===== config.mk =====
export PLATFORM = sky130hd
export DESIGN_NAME = acc_link_unit
export DESIGN_NICKNAME = d
export VERILOG_FILES = /design/src/rtl/acc_link_pkg.sv /design/src/rtl/acc_logic_net.sv /design/src/rtl/acc_reg.sv /design/src/rtl/link_ff.sv /design/src/rtl/acc_link_unit.sv
export SDC_FILE = /design/constraint.sdc
export NUM_CORES = 1
export LEC_CHECK = 0
export CAP_MARGIN = 20
export CORE_MARGIN = 1
export CORE_UTILIZATION = 33
export CTS_BUF_LIST = sky130_fd_sc_hd__clkbuf_4 sky130_fd_sc_hd__clkbuf_8
export CTS_CLUSTER_SIZE = 28
export DETAILED_ROUTE_END_ITERATION = 8
export PLACE_DENSITY = 0.69
export SETUP_SLACK_MARGIN = 0.3
export SLEW_MARGIN = 20
export SYNTH_ARGS = -nofsm -noshare
export SYNTH_HDL_FRONTEND = slang
export SYNTH_SLANG_ARGS = --single-unit

===== constraint.sdc =====
create_clock -name clk -period 6.3 [get_ports clk]
set_input_delay 1.26 -clock clk [delete_from_list [all_inputs] [get_ports clk]]
set_output_delay 1.26 -clock clk [all_outputs]
set_load 0.01 [all_outputs]

===== src/rtl/acc_link_pkg.sv =====
package acc_link_pkg;

   // Adder built from a gate-level ripple chain or left to the synthesis operator.
   typedef enum logic [0:0] {
      ADD_RIPPLE = 1'b0,
      ADD_NATIVE = 1'b1
   } adder_kind_e;

   // Selects that write acc through the parallel-load path.
   typedef struct packed {
      logic op_and;
      logic op_add;
      logic op_xdr;
      logic op_xchr;
      logic op_cmp;
      logic op_rotr;
      logic op_rotl;
   } load_ops_t;

endpackage


===== src/rtl/acc_logic_net.sv =====
module acc_logic_net
   import acc_link_pkg::*;
#(
   parameter int unsigned WIDTH  = 16,
   parameter int unsigned CHAR_W = 8,
   parameter adder_kind_e ADDER  = ADD_RIPPLE
) (
   input  load_ops_t         ops,
   input  logic [WIDTH-1:0]  ac_q,
   input  logic              link_q,
   input  logic [WIDTH-1:0]  dr,
   input  logic [CHAR_W-1:0] chr,
   output logic              ld,
   output logic [WIDTH-1:0]  ld_val,
   output logic              link_wr,
   output logic              link_val
);
   localparam int unsigned MSB = WIDTH - 1;

   logic [WIDTH-1:0] sum;
   logic             cout;

   generate
      if (ADDER == ADD_RIPPLE) begin : g_ripple
         logic [WIDTH:0] c;
         assign c[0] = 1'b0;
         for (genvar i = 0; i < WIDTH; i++) begin : g_fa
            assign sum[i]   = ac_q[i] ^ dr[i] ^ c[i];
            assign c[i+1]   = (ac_q[i] & dr[i]) | (c[i] & (ac_q[i] ^ dr[i]));
         end
         assign cout = c[WIDTH];
      end else begin : g_native
         assign {cout, sum} = {1'b0, ac_q} + {1'b0, dr};
      end
   endgenerate

   // Per-bit AND-OR select network, one slice for each accumulator bit.
   generate
      for (genvar i = 0; i < WIDTH; i++) begin : g_bit
         logic rr_bit, rl_bit, ch_bit;
         if (i == MSB) begin : g_top
            assign rr_bit = link_q;
         end else begin : g_mid_r
            assign rr_bit = ac_q[i+1];
         end
         if (i == 0) begin : g_bot
            assign rl_bit = link_q;
         end else begin : g_mid_l
            assign rl_bit = ac_q[i-1];
         end
         if (i < CHAR_W) begin : g_chr
            assign ch_bit = chr[i];
         end else begin : g_nochr
            assign ch_bit = 1'b0;
         end
         assign ld_val[i] = (ops.op_and  & ac_q[i] & dr[i])
                          | (ops.op_add  & sum[i])
                          | (ops.op_xdr  & dr[i])
                          | (ops.op_xchr & ch_bit)
                          | (ops.op_cmp  & ~ac_q[i])
                          | (ops.op_rotr & rr_bit)
                          | (ops.op_rotl & rl_bit);
      end
   endgenerate

   assign ld       = |ops;
   assign link_wr  = ops.op_add | ops.op_rotr | ops.op_rotl;
   assign link_val = (ops.op_add  & cout)
                   | (ops.op_rotr & ac_q[0])
                   | (ops.op_rotl & ac_q[MSB]);
endmodule


===== src/rtl/acc_reg.sv =====
module acc_reg #(
   parameter int unsigned WIDTH = 16
) (
   input  logic             clk,
   input  logic             rst_n,
   input  logic             ld,
   input  logic             inr,
   input  logic             clr,
   input  logic [WIDTH-1:0] d,
   output logic [WIDTH-1:0] q
);
   localparam logic [WIDTH-1:0] ONE = WIDTH'(1);

   always_ff @(posedge clk or negedge rst_n) begin
      if (!rst_n)    q <= '0;
      else if (clr)  q <= '0;
      else if (ld)   q <= d;
      else if (inr)  q <= q + ONE;
   end
endmodule


===== src/rtl/link_ff.sv =====
module link_ff (
   input  logic clk,
   input  logic rst_n,
   input  logic wr,
   input  logic d,
   input  logic clr,
   input  logic cmp,
   output logic q
);
   always_ff @(posedge clk or negedge rst_n) begin
      if (!rst_n)   q <= 1'b0;
      else if (wr)  q <= d;
      else if (clr) q <= 1'b0;
      else if (cmp) q <= ~q;
   end
endmodule


===== src/rtl/acc_link_unit.sv =====
module acc_link_unit
   import acc_link_pkg::*;
#(
   parameter int unsigned WIDTH  = 16,
   parameter int unsigned CHAR_W = 8,
   parameter adder_kind_e ADDER  = ADD_RIPPLE
) (
   input  logic              clk,
   input  logic              rst_n,
   input  logic [WIDTH-1:0]  dr_in,
   input  logic [CHAR_W-1:0] chr_in,
   input  logic              sel_and,
   input  logic              sel_add,
   input  logic              sel_xfer_dr,
   input  logic              sel_xfer_chr,
   input  logic              sel_cmp,
   input  logic              sel_rotr,
   input  logic              sel_rotl,
   input  logic              sel_inc,
   input  logic              sel_clr,
   input  logic              sel_lclr,
   input  logic              sel_lcmp,
   output logic [WIDTH-1:0]  acc,
   output logic              link,
   output logic              acc_zero,
   output logic              acc_neg
);
   localparam int unsigned MSB = WIDTH - 1;

   generate
      if (WIDTH < 2) begin : g_bad_width
         $error("acc_link_unit: WIDTH must be at least 2");
      end
      if (CHAR_W < 1 || CHAR_W > WIDTH) begin : g_bad_char
         $error("acc_link_unit: CHAR_W must lie in 1..WIDTH");
      end
   endgenerate

   load_ops_t        ops;
   logic             ld, link_wr, link_val;
   logic [WIDTH-1:0] ld_val;

   assign ops = '{op_and:  sel_and,      op_add:  sel_add,
                  op_xdr:  sel_xfer_dr,  op_xchr: sel_xfer_chr,
                  op_cmp:  sel_cmp,      op_rotr: sel_rotr,
                  op_rotl: sel_rotl};

   acc_logic_net #(.WIDTH(WIDTH), .CHAR_W(CHAR_W), .ADDER(ADDER)) u_net (
      .ops      (ops),
      .ac_q     (acc),
      .link_q   (link),
      .dr       (dr_in),
      .chr      (chr_in),
      .ld       (ld),
      .ld_val   (ld_val),
      .link_wr  (link_wr),
      .link_val (link_val)
   );

   acc_reg #(.WIDTH(WIDTH)) u_acc (
      .clk   (clk),
      .rst_n (rst_n),
      .ld    (ld),
      .inr   (sel_inc),
      .clr   (sel_clr),
      .d     (ld_val),
      .q     (acc)
   );

   link_ff u_link (
      .clk   (clk),
      .rst_n (rst_n),
      .wr    (link_wr),
      .d     (link_val),
      .clr   (sel_lclr),
      .cmp   (sel_lcmp),
      .q     (link)
   );

   assign acc_zero = ~|acc;
   assign acc_neg  = acc[MSB];
endmodule


==> results.cfg <==
[routing]
num_vias = 2402
drt_wl_total_um = 7020
first_pass_iters = 5
wl_per_cell_um = 17.4
drt_iter0_drc = 205
vias_per_cell = 5.96
route.antenna.remaining_nets = 0
drc = 0

[timing]
worst_pin_slew_ns = 1.08
final.setup.worst_slack_ns = -0.734
rsz0062_at_grt = yes
fin_crit_sh_pct = 112
drv_slew = 0
fin_hold_ws_ns = 0.655
slew_headroom_pct = 27.8
final-setup-viol-count = 4
finalCriticalPeriod_ns = 7.03
fmax_mhz = 142
report.final.hold_viol_count = 0
skew_ns = 0.00582

[global_route]
antenna_found_initial = 0
grt_pass1_vias = 2316
grt_overflow = 0
grt_pass1_wl_um = 11400
grt_usage_pct = 22.1
grt_max_degree = 29

[power_and_ir_drop]
max-vdd-ir-drop_v = 0.0000693
switching_share_pct = 39.5
seqPwrFrac_pct = 32.2
leakage_nw = 1.08
p_comb_share_pct = 47.4
internal-power_w = 0.000281
total_power_w = 0.000465
p_clk_share_pct = 20.3
powerDensity_nw_per_um2 = 164
p_sw_w = 0.000184

[floorplan]
initial_core_util_pct = 34.1
io_pins = 56
die_area_um2 = 6850
rows = 29
core-area_um2 = 6310
fp.dieH_um = 82.8
die_x_um = 82.8

[place]
hpwl_um = 4860
gp_congestion = 0.826
portBuffers = 55

[critical_path]
critPathCaptureType = register
critPathMaxFanout = 2
worstPathArrival_ns = 7.13
r2r_cells = 22
r2r-start = u_acc.q[0]
r2r_slack_ns = -0.06
crit_type = in -> reg
r2r-end = u_acc.q[15]
crit_path_start_kind = primary input
required_ns = 6.40

[synth]
syn_area_per_cell_um2 = 7.45
synth_area_leader_cell = dfrtp_1
synth_top_area_share_pct = 19.8
synth_edf_count = 0
ys_top_cells_by_count = inv_1 (35), nand2_1 (30), clkbuf_1 (21)
ys_top_cells_by_area = dfrtp_1 (20%), fa_1 (14%), inv_1 (6.1%)
synth.most_common_cell = inv_1
async_flop_share_pct = 100
synth_nets = 344
yosys_register_bits = 17
syn-cell-area_um2 = 2150
ys_seq_area_share_pct = 19.8
yosysUniqueCellTypes = 47
netlist_instances = 289
ys_warn_count = 0
ys.flop_type = dfrtp_1

[hold_path]
whs_path_depth = 2
hp-class = reg -> reg
holdPathEnd = u_link.q
hold_start = u_link.q

[status]
failed_checks = negative setup slack
status = finished, violations left

[clock_network]
cts_buffers = 3
clock-root-buffer = clkbuf_8
numClockSinks = 17
cts_tree = done
clock_path_buffers = 2
htreeDepth = 1
clock_latency_ns = 0.26
clkTransAtPathRegs_ns = 0.07
hold_buffers = 0

[final_layout]
nets = 382
drive_gt1_share_pct = 12.0
syn_to_final_growth_pct = 31.8
diodes = 0

[run]
maxCapViolCount = 0
==> critical path, cell delays in order <==
cell and delay (ns):
buf_8 0.08, ha_4 0.12, inv_2 0.03, fa_2 0.33, fa_2 0.34, fa_2 0.35
fa_2 0.35, fa_2 0.35, fa_2 0.35, fa_2 0.35, fa_2 0.35, fa_2 0.35
fa_2 0.35, fa_2 0.36, fa_2 0.34, inv_2 0.06, fa_2 0.19, inv_2 0.04
fa_2 0.35, fa_2 0.54, o221ai_2 0.08, nor2_1 0.13, o211ai_1 0.10
==> cell families after synthesis <==
family,synth area share [%]
AO/OA/AOI/OAI,28.6
XOR/XNOR,1.63
adder cells (fa/ha/maj),15.7
buffers and inverters,12.9
flip-flops,19.8
AND/OR/NAND/NOR,21.4
==> state kept, by name, indices dropped and copies added, names as in the netlist <==
register,cells
u_acc.q,16
u_link.q,1
==> power by group through the flow <==
| stage | clock network (W) | registers [W] | logic (W) |
|---|---|---|---|
| 2_1_floorplan | 0 | 0.000141 | 0.000137 |
| 3_3_place_gp | 0 | 0.000151 | 0.000210 |
| 6_report | 0.0000944 | 0.000150 | 0.000221 |
| 5_1_grt | 0.000101 | 0.000153 | 0.000247 |
| 3_5_place_dp | 0 | 0.000151 | 0.000217 |
| 4_1_cts | 0.0000963 | 0.000149 | 0.000221 |
==> area by class of cell <==
type | count | area [µm²]
inverters | 36 | 135
fillers | 664 | 3480
repair buffers | 64 | 621
well taps | 77 | 96.3
clock buffers | 4 | 48.8
multi-input cells | 205 | 1510
flip-flops and latches | 17 | 425
==> timing repair <==
item	CTS	global route
endpoints found under the setup margin	6	5
resized for setup	16	0
pin swaps	4	1
hold endpoints to repair	0	0
buffers inserted	1	0
==> through the flow <==
stage | utilization, % | instances | cell area (µm²) | setup slack (ns) | setup TNS (ns)
after floorplan | - | 289 | 2200 | -0.641 | -1.66
after global placement | 43.7 | 397 | 2760 | -1.37 | -5.29
after detailed placement | 43.9 | 398 | 2770 | -1.46 | -5.57
after CTS | 44.9 | 403 | 2840 | -0.722 | -1.85
after global routing | 44.9 | 403 | 2840 | -0.853 | -2.29
final | 44.9 | 403 | 2840 | -0.734 | -1.85
==> cell usage in the layout (no fill, tap or decap), types with 3 or more instances in the layout <==
| cell | Yosys | routed |
|---|---|---|
| o21ai_1 | 1 | 3 |
| dfrtp_1 | 17 | 17 |
| o221ai_1 | 7 | 6 |
| clkdlybuf4s50_1 | 0 | 52 |
| a41oi_1 | 4 | 4 |
| fa_2 | 0 | 15 |
| o211ai_1 | 4 | 4 |
| nor4_1 | 11 | 11 |
| inv_2 | 0 | 5 |
| o21ai_0 | 17 | 15 |
| nand3_1 | 7 | 7 |
| clkbuf_8 | 0 | 3 |
| a31oi_1 | 3 | 3 |
| nand2_1 | 30 | 30 |
| a21o_1 | 7 | 7 |
| a22oi_1 | 11 | 10 |
| inv_1 | 35 | 30 |
| nand4_1 | 5 | 5 |
| nor2_1 | 20 | 20 |
| a21oi_1 | 17 | 17 |
| xnor2_1 | 3 | 3 |
| nor3_1 | 7 | 7 |
| buf_4 | 1 | 8 |
| or4_1 | 7 | 7 |
==> routing by layer <==
metal,wire (µm),track usage (%),vias up
li1,-,-,1111
met2,3320,35.7,112
met3,468,3.61,9
met5,0,0,-
met1,3140,30.2,1170
met4,99,6.55,0
==> worst max-delay path by stage <==
| stage | startpoint | end | slack, ns |
|---|---|---|---|
| floorplan | dr_in[0] | u_acc.q[15] | -0.64 |
| global route | dr_in[0] | u_acc.q[15] | -0.85 |
| finish | dr_in[0] | u_acc.q[15] | -0.73 |
| global placement | dr_in[0] | u_acc.q[15] | -1.37 |
| CTS | dr_in[0] | u_acc.q[15] | -0.72 |
| detailed placement | dr_in[0] | u_acc.q[15] | -1.46 |
Note: power is estimated with default switching activity, not from simulation.
